### config.mk
export PLATFORM = sky130hd
export DESIGN_NAME = lpm_cam
export DESIGN_NICKNAME = d
export VERILOG_FILES = /design/src/rtl/lpm_cam_pkg.sv /design/src/rtl/lpm_table.sv /design/src/rtl/lpm_match.sv /design/src/rtl/lpm_tree.sv /design/src/rtl/lpm_cam.sv
export SDC_FILE = /design/constraint.sdc
export NUM_CORES = 2
export LEC_CHECK = 0
export ABC_AREA = 1
export BUFFER_PORTS_ARGS = -buffer_cell sky130_fd_sc_hd__buf_2
export CORE_MARGIN = 4
export CORE_UTILIZATION = 55
export CTS_CLUSTER_SIZE = 20
export DETAILED_ROUTE_END_ITERATION = 16
export GPL_TIMING_DRIVEN = 0
export PLACE_DENSITY_LB_ADDON = 0.1
export SLEW_MARGIN = 25
export SYNTH_ARGS = -nofsm -noshare
export SYNTH_HDL_FRONTEND = slang
export SYNTH_SLANG_ARGS = --single-unit
### constraint.sdc
create_clock -name clk -period 29.4 [get_ports clk]
set_input_delay 1.47 -clock clk [delete_from_list [all_inputs] [get_ports clk]]
set_output_delay 1.47 -clock clk [all_outputs]
set_load 0.01 [all_outputs]
### src/rtl/lpm_cam_pkg.sv
package lpm_cam_pkg;

    localparam int LPM_ADDR_W  = 32;
    localparam int LPM_GROUP_W = 8;
    localparam int LPM_ENTRIES = 8;

    // decision taken by one selection node
    typedef enum logic {
        TAKE_LEFT  = 1'b0,
        TAKE_RIGHT = 1'b1
    } pick_e;

    // right side wins only with a strictly longer real match
    function automatic pick_e choose(input logic l_hit, input logic [7:0] l_len,
                                     input logic r_hit, input logic [7:0] r_len);
        if (r_hit && (!l_hit || (r_len > l_len)))
            return TAKE_RIGHT;
        return TAKE_LEFT;
    endfunction

endpackage

### src/rtl/lpm_table.sv
module lpm_table #(
    parameter int NUM_ENTRIES = 8,
    parameter int ADDR_W      = 32,
    localparam int IDX_W      = $clog2(NUM_ENTRIES),
    localparam int LEN_W      = $clog2(ADDR_W + 1)
) (
    input  logic                                  clk,
    input  logic                                  rst_n,
    input  logic                                  wr_en,
    input  logic [IDX_W-1:0]                      wr_idx,
    input  logic [ADDR_W-1:0]                     wr_addr,
    input  logic [LEN_W-1:0]                      wr_plen,
    input  logic                                  wr_valid,
    output logic [NUM_ENTRIES-1:0][ADDR_W-1:0]    ent_addr,
    output logic [NUM_ENTRIES-1:0][LEN_W-1:0]     ent_plen,
    output logic [NUM_ENTRIES-1:0]                ent_valid
);

    localparam logic [LEN_W-1:0] MAX_LEN = LEN_W'(ADDR_W);

    logic [LEN_W-1:0] plen_clamped;

    always_comb begin
        plen_clamped = (wr_plen > MAX_LEN) ? MAX_LEN : wr_plen;
    end

    always_ff @(posedge clk or negedge rst_n) begin
        if (!rst_n) begin
            ent_addr  <= '0;
            ent_plen  <= '0;
            ent_valid <= '0;
        end else if (wr_en) begin
            ent_addr[wr_idx]  <= wr_addr;
            ent_plen[wr_idx]  <= plen_clamped;
            ent_valid[wr_idx] <= wr_valid;
        end
    end

endmodule

### src/rtl/lpm_match.sv
module lpm_match #(
    parameter int ADDR_W  = 32,
    parameter int GROUP_W = 8,
    localparam int LEN_W  = $clog2(ADDR_W + 1),
    localparam int NUM_GRP = ADDR_W / GROUP_W
) (
    input  logic              ent_valid,
    input  logic [ADDR_W-1:0] ent_addr,
    input  logic [LEN_W-1:0]  ent_plen,
    input  logic [ADDR_W-1:0] key,
    output logic              cand,
    output logic [LEN_W-1:0]  match_len
);

    logic [ADDR_W-1:0]  mask;
    logic [ADDR_W-1:0]  diff;
    logic [NUM_GRP-1:0] grp_eq;

    // contiguous mask grown from the top bit down to the prefix length
    always_comb begin
        for (int b = 0; b < ADDR_W; b++) begin
            mask[ADDR_W-1-b] = (b < int'(ent_plen));
        end
        diff = (ent_addr ^ key) & mask;
    end

    // one equality flag per byte-wide group, group 0 at the top
    for (genvar g = 0; g < NUM_GRP; g++) begin : g_grp
        assign grp_eq[g] = ~|diff[ADDR_W-1-g*GROUP_W -: GROUP_W];
    end

    always_comb begin
        int   raw;
        int   capped;
        logic run;
        raw = 0;
        run = 1'b1;
        for (int g = 0; g < NUM_GRP; g++) begin
            if (run) begin
                if (grp_eq[g]) begin
                    raw = raw + GROUP_W;
                end else begin
                    for (int b = 0; b < GROUP_W; b++) begin
                        if (run) begin
                            if (diff[ADDR_W-1-g*GROUP_W-b]) run = 1'b0;
                            else                             raw = raw + 1;
                        end
                    end
                    run = 1'b0;
                end
            end
        end
        capped    = (raw < int'(ent_plen)) ? raw : int'(ent_plen);
        match_len = LEN_W'(capped);
        cand      = ent_valid && (capped != 0);
    end

endmodule

### src/rtl/lpm_tree.sv
module lpm_tree
    import lpm_cam_pkg::*;
#(
    parameter int NUM_ENTRIES = 8,
    parameter int ADDR_W      = 32,
    localparam int IDX_W      = $clog2(NUM_ENTRIES),
    localparam int LEN_W      = $clog2(ADDR_W + 1),
    localparam int LAT        = 1 + $clog2(NUM_ENTRIES),
    localparam int NODES      = 2 * NUM_ENTRIES - 1
) (
    input  logic                              clk,
    input  logic                              rst_n,
    input  logic                              lk_en,
    input  logic [NUM_ENTRIES-1:0]            leaf_cand,
    input  logic [NUM_ENTRIES-1:0][LEN_W-1:0] leaf_len,
    output logic                              res_valid,
    output logic                              res_found,
    output logic [IDX_W-1:0]                  res_idx,
    output logic [LEN_W-1:0]                  res_len
);

    // heap layout: node k has children 2k+1 and 2k+2, leaves at NUM_ENTRIES-1 upward
    logic [NODES-1:0]            nd_hit;
    logic [NODES-1:0][IDX_W-1:0] nd_idx;
    logic [NODES-1:0][LEN_W-1:0] nd_len;
    logic [LAT-1:0]              vld_pipe;

    always_ff @(posedge clk or negedge rst_n) begin
        if (!rst_n) begin
            nd_hit <= '0;
            nd_idx <= '0;
            nd_len <= '0;
        end else begin
            for (int k = 0; k < NUM_ENTRIES - 1; k++) begin
                unique case (choose(nd_hit[2*k+1], 8'(nd_len[2*k+1]),
                                    nd_hit[2*k+2], 8'(nd_len[2*k+2])))
                    TAKE_RIGHT: begin
                        nd_hit[k] <= nd_hit[2*k+2];
                        nd_idx[k] <= nd_idx[2*k+2];
                        nd_len[k] <= nd_len[2*k+2];
                    end
                    TAKE_LEFT: begin
                        nd_hit[k] <= nd_hit[2*k+1];
                        nd_idx[k] <= nd_idx[2*k+1];
                        nd_len[k] <= nd_len[2*k+1];
                    end
                endcase
            end
            for (int i = 0; i < NUM_ENTRIES; i++) begin
                nd_hit[NUM_ENTRIES-1+i] <= leaf_cand[i];
                nd_idx[NUM_ENTRIES-1+i] <= leaf_cand[i] ? IDX_W'(i) : '0;
                nd_len[NUM_ENTRIES-1+i] <= leaf_cand[i] ? leaf_len[i] : '0;
            end
        end
    end

    always_ff @(posedge clk or negedge rst_n) begin
        if (!rst_n) vld_pipe <= '0;
        else        vld_pipe <= {vld_pipe[LAT-2:0], lk_en};
    end

    always_comb begin
        res_valid = vld_pipe[LAT-1];
        res_found = nd_hit[0];
        res_idx   = nd_idx[0];
        res_len   = nd_len[0];
    end

endmodule

### src/rtl/lpm_cam.sv
module lpm_cam #(
    parameter int NUM_ENTRIES = lpm_cam_pkg::LPM_ENTRIES,
    parameter int ADDR_W      = lpm_cam_pkg::LPM_ADDR_W,
    parameter int GROUP_W     = lpm_cam_pkg::LPM_GROUP_W,
    localparam int IDX_W      = $clog2(NUM_ENTRIES),
    localparam int LEN_W      = $clog2(ADDR_W + 1)
) (
    input  logic              clk,
    input  logic              rst_n,
    input  logic              wr_en,
    input  logic [IDX_W-1:0]  wr_idx,
    input  logic [ADDR_W-1:0] wr_addr,
    input  logic [LEN_W-1:0]  wr_plen,
    input  logic              wr_valid,
    input  logic              lk_en,
    input  logic [ADDR_W-1:0] lk_addr,
    output logic              res_valid,
    output logic              res_found,
    output logic [IDX_W-1:0]  res_idx,
    output logic [LEN_W-1:0]  res_len
);

    logic [NUM_ENTRIES-1:0][ADDR_W-1:0] ent_addr;
    logic [NUM_ENTRIES-1:0][LEN_W-1:0]  ent_plen;
    logic [NUM_ENTRIES-1:0]             ent_valid;
    logic [NUM_ENTRIES-1:0]             cand;
    logic [NUM_ENTRIES-1:0][LEN_W-1:0]  mlen;

    lpm_table #(
        .NUM_ENTRIES(NUM_ENTRIES),
        .ADDR_W     (ADDR_W)
    ) u_table (
        .clk      (clk),
        .rst_n    (rst_n),
        .wr_en    (wr_en),
        .wr_idx   (wr_idx),
        .wr_addr  (wr_addr),
        .wr_plen  (wr_plen),
        .wr_valid (wr_valid),
        .ent_addr (ent_addr),
        .ent_plen (ent_plen),
        .ent_valid(ent_valid)
    );

    for (genvar e = 0; e < NUM_ENTRIES; e++) begin : g_ent
        lpm_match #(
            .ADDR_W (ADDR_W),
            .GROUP_W(GROUP_W)
        ) u_match (
            .ent_valid(ent_valid[e]),
            .ent_addr (ent_addr[e]),
            .ent_plen (ent_plen[e]),
            .key      (lk_addr),
            .cand     (cand[e]),
            .match_len(mlen[e])
        );
    end

    lpm_tree #(
        .NUM_ENTRIES(NUM_ENTRIES),
        .ADDR_W     (ADDR_W)
    ) u_tree (
        .clk      (clk),
        .rst_n    (rst_n),
        .lk_en    (lk_en),
        .leaf_cand(cand),
        .leaf_len (mlen),
        .res_valid(res_valid),
        .res_found(res_found),
        .res_idx  (res_idx),
        .res_len  (res_len)
    );

endmodule

# After elaboration in Yosys (flattened, before gate mapping)
# Cells that the tools add are included.
dict set report totals {
  ff_bits 463
  out_inout_bits 11
}
dict set report op_classes {
  addsub 272
  n_lt_le_gt_ge 274
  n_mux 1851
  n_bitwise 23
  n_reduce_logical 70
}
# cell count
set ops {}
lappend ops {{2-to-1 mux 32 bit} 929}
lappend ops {{adder 32 x 2 -> 32 bit (second input constant)} 248}
lappend ops {{2-to-1 mux 1 bit} 879}
lappend ops {{adder 32 x 5 -> 32 bit (second input constant)} 24}
lappend ops {{< comparator 5 x 6 -> 1 bit (first input constant)} 128}
lappend ops {{< comparator 4 x 6 -> 1 bit (first input constant)} 64}
lappend ops {{bitwise AND 32 bit} 8}
lappend ops {{bitwise mux 256 bit} 1}
lappend ops {{< comparator 32 x 7 -> 1 bit} 8}
lappend ops {{nonzero test 32 bit} 8}
lappend ops {{OR reduction 8 bit} 32}
lappend ops {{bitwise XOR 32 bit} 8}
lappend ops {{< comparator 3 x 6 -> 1 bit (first input constant)} 32}
lappend ops {{demux 32 bit (select 3 bit)} 1}
lappend ops {{< comparator 1 x 6 -> 1 bit (first input constant)} 16}
lappend ops {{< comparator 2 x 6 -> 1 bit (first input constant)} 16}
lappend ops {{one-hot mux 6 bit (2 select lines)} 7}
lappend ops {{2-to-1 mux 6 bit} 10}
lappend ops {{bitwise mux 48 bit} 1}
lappend ops {{> comparator 6 bit} 7}
lappend ops {{one-hot mux 3 bit (2 select lines)} 7}
lappend ops {{demux 6 bit (select 3 bit)} 1}
lappend ops {{logical AND 1 bit} 16}
lappend ops {{one-hot mux 1 bit (2 select lines)} 7}
lappend ops {{other kinds (10)} 32}

# Depth between registers and ports, before layout
dict set report logic_depth {
  depth_word 154
  ltp_mapped 125
  depth_no_buf 125
}

# Hierarchy
# A second synthesis with hierarchy kept.
dict set report hier_totals {
  hier_cells 10790
  area_unflattened_um2 65808.1
}
# mod n_inst cells_each area_per_inst_um2 seq_area_each_um2
set by_module_without_submodules {}
lappend by_module_without_submodules {{lpm_match at g_ent[0].u_match ...} 6 1148 6055.8 0.0}
lappend by_module_without_submodules {lpm_table 1 1087 11928.9 7807.5}
lappend by_module_without_submodules {{lpm_match at g_ent[7].u_match} 1 1154 6108.4 0.0}
lappend by_module_without_submodules {{lpm_match at g_ent[6].u_match} 1 1060 5919.4 0.0}
lappend by_module_without_submodules {lpm_tree 1 601 5516.5 3002.9}

# Worst setup path after synthesis
# No wires, ideal clock.
dict set report synth_timing {
  path_kind {input port to flip-flop}
  startpoint {input port lk_addr[31]}
  endpoint {register u_tree.nd_len[84] (netlist name)}
  t_arrival_ns 18.129
  setup_slack_ns 11.145
  path_stages 118
  cell_sequence {buf_6 xor2_1 o21ai_2 nand2_2 inv_1 nand2_1 nand2_1 ha_1 o21ai_0 inv_1 ha_1 nand2_1 o211ai_1 inv_1 nor2_1 ha_1 nand4_1 nand2_1 [... 82 more ...] o21ai_0 nand2_1 nand3_1 nand2_1 a21o_1 a21oi_1 nand3_1 ha_1 inv_1 nand2_1 o21ai_1 nand4_1 nor2_1 nand2_1 nor2_1 nand2_1 nand2_4 nor2_2}
}
dict set report synth_via {
  elab_chain_len 154
  word_cells_on_any_way 197
}
# item line_no
set synth_lines {}
lappend synth_lines {{start: declaration} lpm_cam.sv:16} ;# input logic [ADDR_W-1:0] lk_addr,
lappend synth_lines {{bitwise XOR 32 bit *} lpm_match.sv:24} ;# diff = (ent_addr ^ key) & mask;
lappend synth_lines {{bitwise AND 32 bit *} lpm_match.sv:24}
lappend synth_lines {{2-to-1 mux 1 bit} lpm_match.sv:45} ;# if (diff[ADDR_W-1-g*GROUP_W-b]) run = 1'b0;
lappend synth_lines {{2-to-1 mux 32 bit} lpm_match.sv:40} ;# if (grp_eq[g]) begin
lappend synth_lines {{adder 32 x 2 -> 32 bit} lpm_match.sv:46} ;# else raw = raw + 1;
lappend synth_lines {{2-to-1 mux 32 bit} lpm_match.sv:45}
lappend synth_lines {{2-to-1 mux 32 bit} lpm_match.sv:44} ;# if (run) begin
lappend synth_lines {{2-to-1 mux 32 bit} lpm_match.sv:40}
lappend synth_lines {{[... 138 more ...]} -}
lappend synth_lines {{2-to-1 mux 32 bit} lpm_match.sv:44}
lappend synth_lines {{2-to-1 mux 32 bit} lpm_match.sv:40}
lappend synth_lines {{2-to-1 mux 32 bit *} lpm_match.sv:39} ;# if (run) begin
lappend synth_lines {{< comparator 32 x 7 -> 1 bit} lpm_match.sv:53} ;# capped = (raw < int'(ent_plen)) ? raw : int'(ent_plen);
lappend synth_lines {{2-to-1 mux 32 bit *} lpm_match.sv:53}
lappend synth_lines {{nonzero test 32 bit} lpm_match.sv:55} ;# cand = ent_valid && (capped != 0);
lappend synth_lines {{logical AND 1 bit} lpm_match.sv:55}
lappend synth_lines {{2-to-1 mux 6 bit *} lpm_tree.sv:52} ;# nd_len[NUM_ENTRIES-1+i] <= leaf_cand[i] ? leaf_len[i] : '0;
lappend synth_lines {{end signal: indexed assignment} lpm_tree.sv:40} ;# nd_len[k] <= nd_len[2*k+2];
lappend synth_lines {{end signal: indexed assignment} lpm_tree.sv:45} ;# nd_len[k] <= nd_len[2*k+1];
lappend synth_lines {{end signal: indexed assignment} lpm_tree.sv:52}
lappend synth_lines {{end: declaration} lpm_tree.sv:25} ;# logic [NODES-1:0][LEN_W-1:0] nd_len;
# Every way passes the cells marked *; elsewhere a longest branch is shown, timed or not. The select of a mux whose other input is x is not followed.
# A chain may end at the register's enable or synchronous reset.

# Worst setup path after layout
dict set report layout_timing {
  startpoint {input port lk_addr[30]}
  endpoint {register u_tree.nd_len[70] (netlist name)}
}
dict set report layout_via {
  elab_chain_len 151
  word_cells_on_any_way 193
}
# item line_no
set layout_lines {}
lappend layout_lines {{bitwise XOR 32 bit *} lpm_match.sv:24}
lappend layout_lines {{bitwise AND 32 bit *} lpm_match.sv:24}
lappend layout_lines {{2-to-1 mux 32 bit} lpm_match.sv:45}
lappend layout_lines {{2-to-1 mux 32 bit} lpm_match.sv:44}
lappend layout_lines {{2-to-1 mux 32 bit} lpm_match.sv:40}
lappend layout_lines {{adder 32 x 2 -> 32 bit} lpm_match.sv:46}
lappend layout_lines {{2-to-1 mux 32 bit} lpm_match.sv:45}
lappend layout_lines {{2-to-1 mux 32 bit} lpm_match.sv:44}
lappend layout_lines {{[... 135 more ...]} -}
lappend layout_lines {{2-to-1 mux 32 bit} lpm_match.sv:44}
lappend layout_lines {{2-to-1 mux 32 bit} lpm_match.sv:40}
lappend layout_lines {{2-to-1 mux 32 bit *} lpm_match.sv:39}
lappend layout_lines {{< comparator 32 x 7 -> 1 bit} lpm_match.sv:53}
lappend layout_lines {{2-to-1 mux 32 bit *} lpm_match.sv:53}
lappend layout_lines {{nonzero test 32 bit} lpm_match.sv:55}
lappend layout_lines {{logical AND 1 bit} lpm_match.sv:55}
lappend layout_lines {{2-to-1 mux 6 bit *} lpm_tree.sv:52}
# Marks and branches as above.

==> metrics <==
final hold viol count 0; WL met3 between 15 and 20 mm; final-report setup violation count 0; main combinational cell family by area after synthesis simple AND/OR/NAND/NOR gates; DIE WIDTH between 300 and 400 um; element type at the critical path end flop; htree depth 2; setup bufs post-CTS 0; drt first pass iters 6; CTS buffer count 48; Reg power frac 0.192; Vias/cell about 5.5; Post-DP HPWL approximately 150 mm; Syn Inst Count around 10000; Skew-Pair Late Insertion Delay between 600 and 700 ps; Ys Warns 0; Synth Area in Simple Gates 0.483; Initial Utilization 0.555; share of cells above drive strength 1 0.122; Layout Nets roughly 11000; hold depth 0; worst-case vdd ir drop about 0.000049 V; Cell variety after synth 86; Pwr Density between 60 and 70 mW/mm^2; ys flop type dfrtp_1; Worst EP arrival roughly 20000 ps; unrepaired setup endpoints after global routing no; Relative slew margins 0.221; Final ANT Viol Nets 0; Synth async-reset ratio 1.00; max cap viols 0; power share of the clock group 0.152; Synth Area in Adders 0.0690; P_sw between 2 and 2.5 mW; Root Buffer clkbuf_16; post-route cell area roughly 0.064 sq mm; final RePlAce weighted congestion 0.971; Fmax 0.0502 GHz; outcome finished, final reports clean; WL met1 just over 80 mm; mean post-synth cell area around 6 sq um; top cells by area, synth dfrtp_1 18%, nand2_1 18%, inv_1 11%, nand3_1 8.2%, ha_1 6.9%; die area between 0.1 and 0.15 sq mm; sequential element share of the synthesized area 0.182; minimum clock period about 20000 ps; Worst-path clk slew about 60 ps; Crit-path slowest cell nor2_1; Vias ~64000; Sw Share 0.526; Die Ht 337 um; CP Launch Type primary input; Comb power frac 0.656; Synth Cell Area between 0.05 and 0.06 sq mm; drt drc 0; Compound-Gate Fraction of Synth Area 0.102; Util after Layout 0.595; DR WL/cell roughly 17 um; Total Power around 4.2 mW; Area growth syn-to-layout 7.16%; global-route wire length before repair 303 mm; Post-CTS Resized 0; largest net degree at the start of global routing between 90 and 100; worst slew pin tran roughly 1200 ps; max layer used met5; Synth Register Bits ~430; Worst Path Required around 30000 ps; TritonCTS Sinks between 400 and 500; gr ovfl total 0; largest area contributor in the netlist dfrtp_1; Placement Cell Area between 0.06 and 0.07 sq mm; Boundary Pins between 80 and 90; fin crit share 0.677; vias in the first global route roughly 58000; initial antenna violation count 21; leakage 35.7 nW; Hold Path Class reg -> reg; CTS tree done; core area approximately 0.11 sq mm; met2 routed WL approximately 86 mm; DR iter-0 viols around 5400; total negative slack 0 ps; Synth top area share 0.182; CTS Buffer Depth 3; FP Rows 120; Post-CTS Hold Fix Bufs 0; Post-synth EDFFs 0; Worst path max stage delay ~400 ps; Synth Area in XOR/XNOR 0.0361; drt total wl between 150 and 200 mm; Worst Setup Path Type in -> reg; cell count of the worst reg-to-reg path ~120; Worst Skew around 20 ps; all-layer global routing usage 0.335; Port Buffers between 50 and 60; multiplexer area fraction after synthesis 0.000694; CP max FO 9; max-slew violation count 0; Cell Int Power about 2.0 mW
-- metal layers --
metal  global-route usage  up-vias
met1                0.432    28937
met2                0.548     2233
met3               0.0609      491
met4                0.152       10
li1                     -    32307
met5                    0        -
-- state kept, by name (all words and copies together), names as in the netlist --
name               flops
u_tree.nd_len         84
u_table.ent_valid      8
u_tree.res_idx         3
u_table.ent_addr     256
u_tree.res_len         6
u_tree.nd_hit         14
u_tree.nd_idx          9
u_tree.vld_pipe        4
u_table.ent_plen      48
-- power by group through the flow --
stage | Sequential, mW | Clock [mW] | Combinational (mW)
final | 0.808 | 0.641 | 2.76
after global routing | 0.818 | 0.664 | 3.18
after CTS | 0.804 | 0.640 | 2.73
after detailed placement | 0.813 | 0 | 2.71
after global placement | 0.810 | 0 | 2.62
after floorplan | 0.786 | 0 | 2.11
-- synth_stat cells (9+ instances only) --
cell type  number
or2_1          21
or2_2          66
nand4_1       192
o21a_1         26
xor2_1        169
nand2_1      2842
o22ai_1        24
nor2_2         92
nor2_4         30
a31oi_1        12
o211ai_1       61
nor3_1         72
o21bai_1       15
nor4_1         26
nand3_1       979
nor2_8         14
o21ai_2        20
buf_6          10
buf_2           9
a21oi_2        20
dfrtp_1       432
nand2_2       395
xnor2_1        67
o21ai_1        75
nand3_4        12
ha_1          328
o21ai_0       541
a211oi_1       16
nand3b_1       75
nand2_4        59
clkinv_1       24
clkbuf_1       92
a21oi_1       171
inv_2         128
inv_1        1678
nand3_2       144
and2_1         17
nor2_1       1009
buf_4          14
-- cells in the final DEF, fill, tap and decap left out, types with 21 or more instances in the layout --
| master | count |
|---|---|
| nor4_1 | 25 |
| buf_2 | 64 |
| a21oi_1 | 171 |
| nand2_4 | 59 |
| xnor2_1 | 67 |
| o21ai_0 | 541 |
| dfrtp_1 | 432 |
| or2_2 | 66 |
| o21ai_1 | 75 |
| o22ai_1 | 24 |
| nand4_1 | 192 |
| ha_1 | 328 |
| nor2_4 | 34 |
| clkinv_1 | 25 |
| clkbuf_2 | 25 |
| clkbuf_1 | 78 |
| nor2_2 | 93 |
| o211ai_1 | 61 |
| or2_1 | 21 |
| inv_1 | 1677 |
| inv_2 | 128 |
| nand3b_1 | 75 |
| nor2_1 | 1004 |
| nand2_1 | 2842 |
| nand2_2 | 395 |
| nand3_2 | 144 |
| o21a_1 | 26 |
| nand3_1 | 979 |
| nor3_1 | 72 |
| clkbuf_16 | 48 |
| xor2_1 | 169 |
-- final timing paths --
path,start,endpoint,slack (ps)
setup / recovery,lk_addr[30],u_tree.nd_len[70],9480
hold / removal,u_tree.vld_pipe[0],u_tree.vld_pipe[1],350
setup reg to reg,u_table.ent_plen[25],u_tree.nd_len[70],9970
hold reg to reg,u_tree.vld_pipe[0],u_tree.vld_pipe[1],350
max in group asynchronous,rst_n,u_table.ent_addr[202],27520
min in group asynchronous,rst_n,u_table.ent_addr[181],710
-- stage by stage --
stage | worst slack, ps | instances | hold WS [ps]
global placement | 9550 | 11582 | 332
finish | 9480 | 11700 | 349
detailed placement | 9180 | 11600 | 340
global route | 7990 | 11691 | 362
CTS | 9750 | 11690 | 352
floorplan | 11150 | 10123 | 331
-- cell type report --
cell class	instances	area, sq um
Fill cell	10837	43400
Clock buffer	70	1400
Antenna cell	10	25.0
Inverter	1843	6960
Tap cell	1403	1760
Timing Repair Buffer	74	726
Multi-Input combinational cell	7714	41100
Clock inverter	20	253
Sequential cell	432	10800
Buffer	134	707
-- logic make-up after synthesis --
| family | after synthesis |
|---|---|
| other | 1 |
| AND/OR/NAND/NOR | 6085 |
| buffers and inverters | 1977 |
| flip-flops | 432 |
| multiplexers | 4 |
| AO/OA/AOI/OAI | 1048 |
| adder cells (fa/ha/maj) | 328 |
| XOR/XNOR | 241 |
-- critical path: cells and delay by family --
kind                       cells  cell delay (ps)
adders and majority gates     27             7480
and+or+nand+nor               51             6560
AOI/OAI and AO/OA             16             2970
buffers and inverters         21             1550
xor gates and xnor gates       1              250
(Power assumes the default switching activity.)
